$ cat src/rtl/t0_seq_pkg.sv
package t0_seq_pkg;

    typedef enum logic [2:0] {
        S_IDLE      = 3'd0,
        S_TX_HDR    = 3'd1,
        S_RX_STAT   = 3'd2,
        S_RX_ACK    = 3'd3,
        S_RX_ACKDAT = 3'd4,
        S_TX_DATA   = 3'd5,
        S_DONE      = 3'd6
    } seq_state_e;

    localparam int         HDR_BYTES  = 5;
    localparam logic [7:0] CLS_GET    = 8'hA0;
    localparam logic [7:0] INS_FETCH  = 8'hC0;
    localparam logic [7:0] INS_RD_BIN = 8'hB0;
    localparam logic [7:0] INS_RD_REC = 8'hB2;
    localparam logic [7:0] INS_ALGO   = 8'h88;
    localparam logic [7:0] NULL_PROC  = 8'h60;

endpackage

$ cat src/rtl/t0_mode_decode.sv
module t0_mode_decode
    import t0_seq_pkg::*;
#(
    parameter int LEN_W = 9
) (
    input  logic [7:0]       cla,
    input  logic [7:0]       ins,
    input  logic [7:0]       p1,
    input  logic [7:0]       p2,
    input  logic [LEN_W-1:0] cmd_len,
    output logic             get_mode
);
    localparam logic [LEN_W-1:0] HDR_LEN = LEN_W'(HDR_BYTES);

    logic fetch_hit;
    logic read_hit;

    always_comb begin
        fetch_hit = (ins == INS_FETCH) && (p1 == 8'h00) && (p2 == 8'h00)
                    && (cmd_len == HDR_LEN);
        read_hit  = ((ins == INS_RD_BIN) || (ins == INS_RD_REC))
                    && (cmd_len >= HDR_LEN);
        get_mode  = (cla == CLS_GET) && (fetch_hit || read_hit);
    end

endmodule

$ cat src/rtl/t0_rx_gate.sv
module t0_rx_gate
    import t0_seq_pkg::*;
(
    input  logic       rx_valid,
    input  logic [7:0] rx_byte,
    input  logic       drop_null,
    output logic       take
);
    always_comb begin
        take = rx_valid && !(drop_null && (rx_byte == NULL_PROC));
    end

endmodule

$ cat src/rtl/t0_exchange_seq.sv
module t0_exchange_seq
    import t0_seq_pkg::*;
#(
    parameter int LEN_W = 9,
    parameter int CNT_W = 9
) (
    input  logic             clk,
    input  logic             rst_n,
    input  logic             start,
    input  logic [LEN_W-1:0] cmd_len,
    output logic [LEN_W-1:0] cmd_rd_addr,
    input  logic [7:0]       cmd_rd_data,
    output logic             tx_valid,
    output logic [7:0]       tx_byte,
    input  logic             tx_ready,
    input  logic             rx_valid,
    input  logic [7:0]       rx_byte,
    input  logic             rx_timeout,
    output logic             busy,
    output logic             done,
    output logic             error,
    output logic [7:0]       sw1,
    output logic [7:0]       sw2,
    output logic             rsp_valid,
    output logic [7:0]       rsp_byte,
    output logic [CNT_W-1:0] rsp_count
);
    localparam logic [LEN_W-1:0] LAST_HDR  = LEN_W'(HDR_BYTES - 1);
    localparam logic [LEN_W-1:0] FIRST_PAY = LEN_W'(HDR_BYTES);
    localparam logic [CNT_W-1:0] ONE       = CNT_W'(1);
    localparam logic [CNT_W-1:0] TWO       = CNT_W'(2);

    typedef struct packed {
        seq_state_e       st;
        logic [LEN_W-1:0] idx;
        logic [LEN_W-1:0] len;
        logic [7:0]       cla;
        logic [7:0]       ins;
        logic [7:0]       p1;
        logic [7:0]       p2;
        logic [7:0]       p3;
        logic [CNT_W-1:0] rxn;
        logic [7:0]       hold;
        logic [7:0]       sw1;
        logic [7:0]       sw2;
        logic             err;
        logic [CNT_W-1:0] cnt;
        logic             filt;
        logic             rv;
        logic [7:0]       rb;
    } seq_regs_t;

    seq_regs_t        seq_q, seq_d;
    logic             get_mode;
    logic             take;
    logic             fin_ok;
    logic             fin_err;
    logic             ack_hit;
    logic [CNT_W-1:0] p3_w;

    t0_mode_decode #(.LEN_W(LEN_W)) u_dec (
        .cla      (seq_q.cla),
        .ins      (seq_q.ins),
        .p1       (seq_q.p1),
        .p2       (seq_q.p2),
        .cmd_len  (seq_q.len),
        .get_mode (get_mode)
    );

    t0_rx_gate u_gate (
        .rx_valid  (rx_valid),
        .rx_byte   (rx_byte),
        .drop_null (seq_q.filt),
        .take      (take)
    );

    always_comb begin
        seq_d    = seq_q;
        seq_d.rv = 1'b0;
        fin_ok   = 1'b0;
        fin_err  = 1'b0;
        ack_hit  = 1'b0;
        p3_w     = CNT_W'(seq_q.p3);

        case (seq_q.st)
            S_IDLE: begin
                if (start) begin
                    seq_d.st   = S_TX_HDR;
                    seq_d.idx  = '0;
                    seq_d.len  = cmd_len;
                    seq_d.err  = 1'b0;
                    seq_d.sw1  = 8'h00;
                    seq_d.sw2  = 8'h00;
                    seq_d.cnt  = '0;
                    seq_d.filt = 1'b0;
                end
            end
            S_TX_HDR: begin
                if (tx_ready) begin
                    seq_d.idx = seq_q.idx + LEN_W'(1);
                    if (seq_q.idx == LEN_W'(0)) begin
                        seq_d.cla = cmd_rd_data;
                    end else if (seq_q.idx == LEN_W'(1)) begin
                        seq_d.ins = cmd_rd_data;
                    end else if (seq_q.idx == LEN_W'(2)) begin
                        seq_d.p1 = cmd_rd_data;
                    end else if (seq_q.idx == LEN_W'(3)) begin
                        seq_d.p2 = cmd_rd_data;
                    end else if (seq_q.idx == LAST_HDR) begin
                        seq_d.p3  = cmd_rd_data;
                        seq_d.rxn = '0;
                        if (cmd_rd_data == 8'h00) begin
                            seq_d.st = S_RX_STAT;
                        end else if (get_mode) begin
                            seq_d.st = S_RX_ACKDAT;
                        end else begin
                            seq_d.st = S_RX_ACK;
                        end
                    end
                end
            end
            S_RX_STAT: begin
                if (take) begin
                    seq_d.rxn = seq_q.rxn + ONE;
                    if (seq_q.rxn == '0) begin
                        seq_d.sw1 = rx_byte;
                    end else begin
                        seq_d.sw2 = rx_byte;
                        fin_ok    = 1'b1;
                    end
                end
                if (rx_timeout && !fin_ok) begin
                    fin_err = 1'b1;
                end
            end
            S_RX_ACK: begin
                if (take) begin
                    seq_d.rxn = seq_q.rxn + ONE;
                    if (seq_q.rxn == '0) begin
                        seq_d.sw1 = rx_byte;
                        if (rx_byte == seq_q.ins) begin
                            ack_hit   = 1'b1;
                            seq_d.st  = S_TX_DATA;
                            seq_d.idx = FIRST_PAY;
                        end
                    end else begin
                        seq_d.sw2 = rx_byte;
                        fin_ok    = 1'b1;
                    end
                end
                if (rx_timeout && !fin_ok && !ack_hit) begin
                    fin_err = 1'b1;
                end
            end
            S_RX_ACKDAT: begin
                if (take) begin
                    seq_d.rxn = seq_q.rxn + ONE;
                    if (seq_q.rxn == '0) begin
                        seq_d.sw1 = rx_byte;
                    end else if (seq_q.rxn == ONE) begin
                        seq_d.sw2  = rx_byte;
                        seq_d.hold = rx_byte;
                    end else begin
                        if (seq_q.rxn <= p3_w + ONE) begin
                            seq_d.rv  = 1'b1;
                            seq_d.rb  = seq_q.hold;
                            seq_d.cnt = seq_q.cnt + ONE;
                        end
                        if (seq_q.rxn == p3_w + ONE) begin
                            seq_d.sw1 = rx_byte;
                        end else if (seq_q.rxn == p3_w + TWO) begin
                            seq_d.sw2 = rx_byte;
                            fin_ok    = 1'b1;
                        end else begin
                            seq_d.hold = rx_byte;
                        end
                    end
                end
                if (rx_timeout && !fin_ok) begin
                    if (seq_d.rxn == TWO) begin
                        fin_ok = 1'b1;
                    end else begin
                        fin_err = 1'b1;
                    end
                end
            end
            S_TX_DATA: begin
                if (tx_ready) begin
                    seq_d.idx = seq_q.idx + LEN_W'(1);
                    if (seq_q.idx == LAST_HDR + LEN_W'(seq_q.p3)) begin
                        seq_d.st   = S_RX_STAT;
                        seq_d.rxn  = '0;
                        seq_d.filt = (seq_q.ins == INS_ALGO);
                    end
                end
            end
            S_DONE: begin
                seq_d.st = S_IDLE;
            end
            default: begin
                seq_d.st = S_IDLE;
            end
        endcase

        if (fin_ok || fin_err) begin
            seq_d.st   = S_DONE;
            seq_d.filt = 1'b0;
        end
        if (fin_err) begin
            seq_d.err = 1'b1;
            seq_d.sw1 = 8'h00;
            seq_d.sw2 = 8'h00;
        end
    end

    always_ff @(posedge clk or negedge rst_n) begin
        if (!rst_n) begin
            seq_q <= '0;
        end else begin
            seq_q <= seq_d;
        end
    end

    assign cmd_rd_addr = seq_q.idx;
    assign tx_valid    = (seq_q.st == S_TX_HDR) || (seq_q.st == S_TX_DATA);
    assign tx_byte     = cmd_rd_data;
    assign busy        = (seq_q.st != S_IDLE);
    assign done        = (seq_q.st == S_DONE);
    assign error       = seq_q.err;
    assign sw1         = seq_q.sw1;
    assign sw2         = seq_q.sw2;
    assign rsp_valid   = seq_q.rv;
    assign rsp_byte    = seq_q.rb;
    assign rsp_count   = seq_q.cnt;

endmodule

$ cat config.mk
export PLATFORM = sky130hd
export DESIGN_NAME = t0_exchange_seq
export DESIGN_NICKNAME = d
export VERILOG_FILES = /design/src/rtl/t0_seq_pkg.sv /design/src/rtl/t0_mode_decode.sv /design/src/rtl/t0_rx_gate.sv /design/src/rtl/t0_exchange_seq.sv
export SDC_FILE = /design/constraint.sdc
export NUM_CORES = 1
export LEC_CHECK = 0
export ABC_AREA = 1
export BUFFER_PORTS_ARGS = -buffer_cell sky130_fd_sc_hd__buf_2
export CAP_MARGIN = 5
export CELL_PAD_IN_SITES_DETAIL_PLACEMENT = 0
export CELL_PAD_IN_SITES_GLOBAL_PLACEMENT = 1
export CORE_ASPECT_RATIO = 0.7
export CORE_UTILIZATION = 25
export CTS_CLUSTER_DIAMETER = 30
export DETAILED_ROUTE_END_ITERATION = 8
export PLACE_DENSITY_LB_ADDON = 0.1
export SYNTH_ARGS = -nofsm -noshare
export SYNTH_HDL_FRONTEND = slang
export SYNTH_SLANG_ARGS = --single-unit
$ cat constraint.sdc
create_clock -name clk -period 2.97 [get_ports clk]
set_input_delay 0.594 -clock clk [delete_from_list [all_inputs] [get_ports clk]]
set_output_delay 0.594 -clock clk [all_outputs]
set_load 0.005 [all_outputs]
# == Word level (Yosys, flattened, before mapping) ==
# Index checks and enable logic that the tools add are counted.
# totals
ff_bits,114
latch_bits,0
ram_bits,0
mem_bits_ro,0
inputBits,31
output_inout_bits,55
word_cells,231
memories,0
# op_classes
add_sub_neg,6
multipliers,0
n_div,0
n_lt_le_gt_ge,2
eq_ne,65
n_shift,0
n_mux,83
bitwise_logic,6
reduce_logical,52
# op_table
cell,count
9-bit two-way mux,18
8-bit two-way mux,13
9-bit one-hot mux with 4 select lines,2
33-bit two-way mux,2
12-bit two-way mux,5
"3-bit != test, second input constant",18
16-bit one-hot mux with 3 select lines,1
"8-bit equality test, second input constant",5
"2-bit != test, second input constant",16
"9-bit by 1-bit adder with 9-bit output, second input constant",3
"9-bit by 2-bit equality test with 1-bit output, second input constant",3
9-bit equality test,3
27-bit two-way mux,1
3-bit two-way mux,9
8-bit logical NOT,3
1-bit two-way mux,24
21-bit two-way mux,1
7-bit AND reduction,3
"9-bit by 1-bit equality test with 1-bit output, second input constant",2
"9-bit by 3-bit equality test with 1-bit output, second input constant",2
9-bit logical NOT,2
9-bit one-hot mux with 2 select lines,1
17-bit two-way mux,1
16-bit two-way mux,1
other kinds (33),75

# == Logic depth before layout (Yosys ltp) ==
# Gate-level depths: netlist of run 1.
# logic_depth
depth_word,16
mapped_depth,18
depth_no_buf,17

# == Hierarchy ==
# A second synthesis of run 1 with hierarchy kept.
# hier_totals
cells_unflattened,953
area_unflattened_um2,7150.6
# modules_own_cells
mod,n_inst,cells_per_inst,area_per_inst_um2,seq_area_each_um2
t0_exchange_seq,1,903,6931.6,2852.7
t0_mode_decode,1,40,178.9,0.0
t0_rx_gate,1,10,40.0,0.0

# == Worst setup path before layout of run 1 ==
# Ideal clock, no wire load.
# synth_path
path_type,reg-to-reg
from,"register seq_q, in the netlist p3_w[2]"
to,"register seq_q, in the netlist rsp_count[1]"
setup_time_ns,0.131
arrival_time_ns,2.416
required_ns,2.839
setup_slack_ns,0.423
path_stages_with_launch,17
n_path_buf,1
period_less_slack_ns,2.547
path_cell_list,dfrtp_1 > ha_1 > nand2_1 > nor2_1 > xor2_1 > ha_1 > nand2_1 > nor2_1 > nand2_1 > o211a_1 > o21ai_0 > nand2_1 > nand2_1 > nand2_1 > nand2_1 > clkbuf_1 > o21ai_0
# synth_via
elab_chain_cells,4
# synth_lines
element,line_no,source
"start, declared",t0_exchange_seq.sv:53,"seq_regs_t seq_q, seq_d;"
"start signal, assigned",t0_exchange_seq.sv:220,seq_q <= seq_d;
8-bit by 1-bit adder with 9-bit output,t0_exchange_seq.sv:164,if (seq_q.rxn <= p3_w + ONE) begin
9-bit <= comparator,t0_exchange_seq.sv:164,
2-bit != test (no source line),-,
6-bit AND reduction (no source line),-,
# Every way passes these cells.
# A chain may end at the register's enable or synchronous reset.

# == Worst setup path after layout of run 1 ==
# layout_path
from,register seq_q[49] (netlist bit)
to,"register seq_q, in the netlist sw2[0]"
# layout_via
elab_chain_cells,13
elab_cells_between_ends,47
classes_between,add/sub: 1; eq/ne: 11; mux: 24; reduce/logical: 11
# layout_lines
element
"parallel branches: the longest is 13 deep, another holds 9-bit by 1-bit adder with 9-bit output"
# Parallel ways; which one is timed is not known. The select of a mux whose other input is x is not followed.

==> results.py, run 1 <==
metrics = {
    "run_status": {
        "outcome": "finished clean",
    },
    "drt": {
        "routed_wirelength_normalized_by_instance_count_um": 16.16,
        "met1Wirelength_um": 12730,
        "post_drt_via_cell_ratio": 4.457,
        "detail_route.iter0.violations": 443,
        "route.vias.total": 6329,
        "remaining_drc_errors": 0,
        "detailroute.wirelength.met3_um": 812,
        "met2WireLength_um": 9190,
        "drt-total-wl_um": 22950,
        "top_layer": "met4",
        "first_pass_iteration_count_of_the_detailed_router": 5,
        "ant_nets": 0,
    },
    "sta": {
        "hold_viol": 0,
        "timing_worst_slew_pin_value_ns": 0.5626,
        "final.min_clock_period_ns": 2.687,
        "setup_viol_count_final": 0,
        "timing.clock.skew_ns": 0.01373,
        "final.period_utilization_pct": 90.46,
        "worst_slew_margin_rel_pct": 62.39,
        "max_freq_ghz": 0.3722,
        "setup_slack_ns": 0.2833,
        "report.final.slew_viol_count": 0,
    },
    "yosys": {
        "per_instance_average_area_after_synthesis_um2": 7.511,
        "synth.ff_latch_count": 114,
        "syn-instance-count": 971,
        "synth_cell_types": 44,
        "synth.cell_area_um2": 7293,
        "synthesized_net_count": 1023,
        "synth.yosys.warnings": 0,
        "seq_area_frac_synth_pct": 39.11,
    },
    "place": {
        "dpl-instance-area_um2": 7924,
        "final_weighted_congestion_in_routability_driven_placement": 0.7825,
        "dp.final_hpwl_um": 17590,
        "pre_cts_slack_ns": 0.06232,
        "io_buffers": 85,
    },
    "die": {
        "placement_rows": 51,
        "design.core.area_um2": 28200,
        "dieArea_um2": 29870,
        "die_width_um": 206.1,
        "dieHeight_um": 144.9,
        "design.portCount": 86,
        "starting_density_of_the_core_pct": 25.86,
    },
    "cts": {
        "clock-sinks": 114,
        "cts.clk_slew.worst_paths_ns": 0.06,
        "cts-buffers-inserted": 17,
        "cts_hold_buffers": 0,
        "insertion_delay_ns": 0.45,
        "cts_max_path_bufs": 2,
        "root_buffer": "clkbuf_16",
        "tritoncts": "done",
        "h_tree_lvl_count": 4,
    },
    "global_route": {
        "grt_max_degree": 42,
        "antenna_found_initial": 0,
        "grt_pass1_vias": 6087,
        "grt_usage_pct": 16.24,
        "first_pass_grt_wire_length_um": 36400,
        "grt_overflow": 0,
    },
    "cells_and_area": {
        "post_route_cells_drive_above_1_share_pct": 22.69,
        "stdcell_area_um2": 8617,
        "diodes": 0,
        "syn_to_final_growth_pct": 18.15,
        "finish.net_count": 1088,
    },
    "job": {
        "maxCapViolCount": 0,
    },
    "min_path": {
        "holdCritPathClass": "primary input to async pin",
    },
    "setup_path": {
        "worst-endpoint-required_ns": 3.30,
        "critical-path-max-stage-delay_ns": 0.45,
        "worst_reg_to_reg_cells": 12,
        "cp-start-kind": "flip-flop",
        "cell_repeated_most_along_the_worst_path": "nand2_1",
        "r2r-end": "sw2[0]",
        "timing.critical_path.slowest_stage_cell": "dfrtp_1",
        "cp_data_arrival_time_ns": 3.02,
        "cp_cell_sequence": "inv_2 > nand2_1 > nor3_1 > nand2_1 > inv_1 > nor2_1 > inv_1 > nand4_2 > nand3_4 > nand3_2 > nand2_1 > nand2_1",
        "timing.critical_path.to_type": "flip-flop",
        "critical_path.max_fanout": 18,
        "r2r-start": "seq_q[49]",
        "regToRegSetupSlack_ns": 0.28,
        "crit_type": "flip-flop to flip-flop",
    },
    "power": {
        "p_per_area_nw_per_um2": 947.6,
        "max_ir_drop_vdd_mv": 0.3417,
        "leakagePower_nw": 4.151,
    },
}
[state kept, by name (all words and copies together), names as in the netlist]
name,flops
sw2,8
seq_q,62
rsp_byte,8
error,1
rsp_valid,1
p3_w,8
sw1,8
cmd_rd_addr,9
rsp_count,9
[power breakdown]
part / total, mW / switching [mW] / internal, mW
sequential: 2.56 / 0.502 / 2.05
combinational: 3.53 / 2.24 / 1.29
clock: 2.08 / 0.846 / 1.24
total: 8.17 / 3.59 / 4.58
[Yosys cell counts]
cell type | instances | area (µm²)
o21ai_0 | 80 | 400.4
nand2_2 | 9 | 56.30
nand3b_1 | 1 | 7.510
nand3_1 | 45 | 225.2
buf_8 | 1 | 15.01
nor2_1 | 65 | 244.0
xor2_1 | 15 | 131.4
nor4_1 | 8 | 50.05
o211a_1 | 1 | 10.01
nor3b_1 | 2 | 15.01
o22ai_1 | 8 | 50.05
and2_1 | 1 | 6.260
o31ai_1 | 1 | 7.510
a21oi_1 | 26 | 130.1
nor3_2 | 3 | 30.03
nand3_4 | 4 | 70.07
buf_6 | 1 | 11.26
nand4_2 | 1 | 12.51
o21a_1 | 1 | 7.510
nand2_1 | 293 | 1100
clkinv_1 | 5 | 18.77
a211oi_2 | 1 | 12.51
nor3_1 | 16 | 80.08
nand2_4 | 3 | 33.78
nand3_2 | 7 | 70.07
buf_2 | 4 | 20.02
inv_1 | 72 | 270.3
xnor2_1 | 13 | 113.9
buf_1 | 1 | 3.750
dfrtp_1 | 114 | 2853
nor2_4 | 10 | 112.6
a211oi_1 | 2 | 15.01
buf_4 | 50 | 375.4
inv_2 | 19 | 71.32
nand4_1 | 29 | 181.4
a31oi_1 | 1 | 6.260
or2_2 | 9 | 56.30
a22oi_1 | 1 | 7.510
clkbuf_1 | 11 | 41.29
or2_1 | 1 | 6.260
buf_12 | 1 | 20.02
nor2_2 | 9 | 56.30
ha_1 | 21 | 262.8
o21ai_1 | 5 | 25.02
[logic make-up after synthesis]
family,after synthesis,synth area share (%)
and+or+nand+nor,516,33.09
xor gates and xnor gates,28,3.363
AOI/OAI and AO/OA,127,9.212
adders and majority gates,21,3.603
DFF,114,39.11
buffers and inverters,165,11.61
[cell type report]
cell class                      count  area [µm²]
Clock buffer                       17       425.4
Inverter                           96       364.1
Fill cell                        3158       19590
Multi-Input combinational cell    692        3652
Tap cell                          371       464.2
Sequential cell                   114        2860
Timing Repair Buffer              114       683.2
Timing Repair inverter              1       7.507
Clock inverter                     15       160.2
[repair_timing]
item / in CTS / in global routing
resized for setup: 0 / 20
setup endpoints to repair: 0 / 34
buffers inserted: 0 / 4
[placed cells by master, fill, tap and decap left out, drive strengths merged, types with 6 or more instances in the layout]
master / Yosys / layout
xnor2: 13 / 13
buf: 58 / 114
nand3: 56 / 56
clkinvlp: 0 / 6
dfrtp: 114 / 114
clkbuf: 11 / 17
nor3: 19 / 19
a21oi: 26 / 26
nand4: 30 / 30
nor2: 84 / 84
clkinv: 5 / 11
ha: 21 / 21
inv: 91 / 93
or2: 10 / 10
o21ai: 85 / 85
nor4: 8 / 8
nand2: 305 / 305
xor2: 15 / 15
o22ai: 8 / 8
[metal layers]
metal,GRT usage (%),up-vias
met2,21.73,106
li1,-,3256
met4,4.449,0
met3,3.706,14
met1,25.28,2953
met5,0,-
[worst max-delay path by stage]
| stage | endpoint | depth (start not counted) | from |
|---|---|---|---|
| 6_report | sw2[0] | 12 | seq_q[49] |
| 5_1_grt | sw1[3] | 15 | p3_w[2] |
| 2_1_floorplan | rsp_count[1] | 16 | p3_w[2] |
| 3_3_place_gp | sw1[4] | 16 | p3_w[4] |
| 3_5_place_dp | sw1[4] | 15 | p3_w[2] |
| 4_1_cts | sw1[7] | 15 | p3_w[2] |
[per-stage QoR]
stage | power (mW) | std cells | hold slack [ns] | util (%) | setup TNS, ns
finish | 8.166 | 1420 | 0.1269 | 30.55 | 0
global route | 8.916 | 1420 | 0.1584 | 30.55 | -0.06015
CTS | 8.229 | 1415 | 0.1505 | 30.17 | 0
detailed placement | 6.074 | 1383 | 0.4629 | 28.09 | 0
global placement | 6.141 | 1383 | 0.4568 | 28.09 | 0
floorplan | 4.997 | 971 | 0.2984 | - | 0
[worst max-delay path, delay by kind of cell, from the launching register on]
family / cells / cell delay (ns)
simple gates: 9 / 1.68
flops: 1 / 0.45
buf+inv: 3 / 0.42
(Power assumes the default switching activity.)
==> run 2, diff against run 1 <==
- clock period: 2.97 -> 3.2 ns (I/O delays scaled with it)
==> run 2 against run 1 <==
Compared with the run above: first-iteration DRC count decreased by 21%; clock power is 19% lower; fmax shrank 5.5%; via count shrank 2.4%; routed wire length is 3.6% lower; register-to-register slack better by 0.07 ns; sequential share of layout area rose by 1.1 points; critical endpoint is now rsp_byte[3]; largest power group unchanged.
==> results.py, run 2 (same netlist as run 1, synthesis figures left out) <==
metrics = {
    "place": {
        "pre_cts_slack_ns": 0.3074,
        "dpl-instance-area_um2": 7809,
        "io_buffers": 85,
        "dp.final_hpwl_um": 16790,
        "final_weighted_congestion_in_routability_driven_placement": 0.7899,
        "place_inst": 1371,
    },
    "drt": {
        "drt-total-wl_um": 22120,
        "first_pass_iteration_count_of_the_detailed_router": 5,
        "routed_wirelength_normalized_by_instance_count_um": 15.79,
        "remaining_drc_errors": 0,
        "route.vias.total": 6175,
        "ant_nets": 0,
        "post_drt_via_cell_ratio": 4.408,
        "detail_route.iter0.violations": 348,
    },
    "setup_path": {
        "timing.critical_path.to_type": "flip-flop",
        "timing.critical_path.slowest_stage_cell": "dfrtp_2",
        "worst-endpoint-required_ns": 3.50,
        "critical-path-top-delay-family": "simple AND/OR/NAND/NOR gates",
        "cp_num_buf_inv": 1,
        "crit_type": "flip-flop to flip-flop",
        "critical_path.max_fanout": 9,
        "critical-path-max-stage-delay_ns": 0.47,
        "cp-start-kind": "flip-flop",
        "cp_cell_sequence": "ha_1 > nand2_1 > nor2_1 > xor2_1 > ha_1 > nand2_1 > nor2_1 > nand2_1 > o211a_1 > o21ai_0 > nand2_1 > nand3_1 > clkinv_1 > nand2_1 > nand2_1",
        "cell_repeated_most_along_the_worst_path": "nand2_1",
        "cp_data_arrival_time_ns": 3.15,
    },
    "sta": {
        "setup_total_negative_slack_ns": 0,
        "final.period_utilization_pct": 88.89,
        "setup_viol_count_final": 0,
        "max_freq_ghz": 0.3516,
        "hold_viol": 0,
        "timing_worst_slew_pin_value_ns": 0.8005,
        "final.min_clock_period_ns": 2.844,
        "setup_slack_ns": 0.3556,
        "timing.clock.skew_ns": 0.01130,
        "report.final.slew_viol_count": 0,
        "holdWs_ns": 0.2308,
        "grt_setup_unrepaired": "no",
        "worst_slew_margin_rel_pct": 46.64,
    },
    "cts": {
        "root_buffer": "clkbuf_16",
        "cts-buffers-inserted": 17,
        "cts.clk_slew.worst_paths_ns": 0.06,
        "postCtsResizedCells": 0,
        "post-cts-setup-buffer-count": 0,
        "insertion_delay_ns": 0.42,
        "cts_hold_buffers": 0,
        "h_tree_lvl_count": 4,
        "clock-sinks": 114,
        "cts_max_path_bufs": 2,
        "tritoncts": "done",
    },
    "cells_and_area": {
        "most-common-layout-cells": "nand2_1 (293), dfrtp_1 (113), buf_2 (84)",
        "syn_to_final_growth_pct": 14.10,
        "finish.net_count": 1071,
        "diodes": 0,
        "filler_cell_count": 3145,
        "largest_register_ff_count": 62,
        "max_flop_register": "seq_q",
        "post_route_cells_drive_above_1_share_pct": 19.61,
        "stdcell_area_um2": 8322,
        "layout.cells.most_common": "nand2_1",
        "post-route-util_pct": 29.50,
        "fin_cells": 1401,
    },
    "job": {
        "maxCapViolCount": 0,
    },
    "power": {
        "power.share.switching_pct": 44.32,
        "p_clk_share_pct": 23.5,
        "combinationalPowerShare_pct": 43.3,
        "p_per_area_nw_per_um2": 859.3,
        "power_report.internal_total_mw": 3.982,
        "power.switching_mw": 3.169,
        "max_ir_drop_vdd_mv": 0.3683,
        "power.total_mw": 7.151,
        "leakagePower_nw": 4.042,
        "sequentialPowerShare_pct": 33.2,
    },
    "die": {
        "design.core.area_um2": 28200,
        "design.portCount": 86,
        "placement_rows": 51,
        "dieArea_um2": 29870,
        "dieHeight_um": 144.9,
        "die_width_um": 206.1,
        "starting_density_of_the_core_pct": 25.86,
    },
    "global_route": {
        "antenna_found_initial": 0,
        "grt_overflow": 0,
        "first_pass_grt_wire_length_um": 35750,
        "grt_max_degree": 115,
        "grt_pass1_vias": 6109,
        "grt_usage_pct": 15.64,
    },
    "min_path": {
        "holdCritPathClass": "primary input to async pin",
    },
    "run_status": {
        "outcome": "finished clean",
    },
}
-- run 2: changes by cell type in the layout (fill, tap and decap cells not counted), sizes merged --
cell,before,now
clkbuf,17,20
buf,114,98
clkinvlp,6,3
inv,93,91
bufinv,2,0
clkinv,11,12
-- run 2: cell type report --
type	instances	area [µm²]	area share, %
multi-input combinational	692	3593	43.18
sequential	114	2854	34.30
timing repair buffer	98	538.0	6.465
tap	371	464.2	5.578
clock buffer	20	446.7	5.368
inverter	96	360.3	4.330
clock inverter	10	65.06	0.7818
-- run 2: power groups by stage --
stage	Clock, mW	Sequential, mW	Combinational [mW]
finish	1.68	2.37	3.10
global placement	0	2.41	3.17
floorplan	0	2.21	2.42
CTS	1.75	2.38	3.14
global route	1.81	2.45	3.58
detailed placement	0	2.40	3.13
-- run 2: path summary, 6_finish.rpt --
| check | startpoint | to | slack (ns) | depth (start not counted) |
|---|---|---|---|---|
| setup / recovery | p3_w[2] | rsp_byte[3] | 0.36 | 15 |
| setup reg to reg | p3_w[2] | rsp_byte[3] | 0.36 | 15 |
| min in group clk | cmd_len[3] | seq_q[96] | 0.42 | 3 |
| hold / removal | rst_n | seq_q[50] | 0.23 | 2 |
| hold reg to reg | seq_q[38] | rsp_byte[2] | 0.46 | 2 |
| max in group asynchronous | rst_n | p3_w[2] | 2.26 | 2 |
-- run 2: layer usage --
layer	vias up	GRT usage, %	routed length (µm)
li1	3207	-	-
met1	2887	24.58	12380
met2	68	21.49	9007
met3	13	3.077	562
met4	0	3.309	173
met5	-	0	0
-- run 2: worst reg2reg max path: cells and delay by family (launching register included) --
| family | cells | cell delay [ns] |
|---|---|---|
| buf+inv | 1 | 0.27 |
| xor+xnor | 1 | 0.14 |
| fa+ha+maj | 2 | 0.58 |
| flops | 1 | 0.47 |
| simple gates | 9 | 0.96 |
| compound gates | 2 | 0.32 |
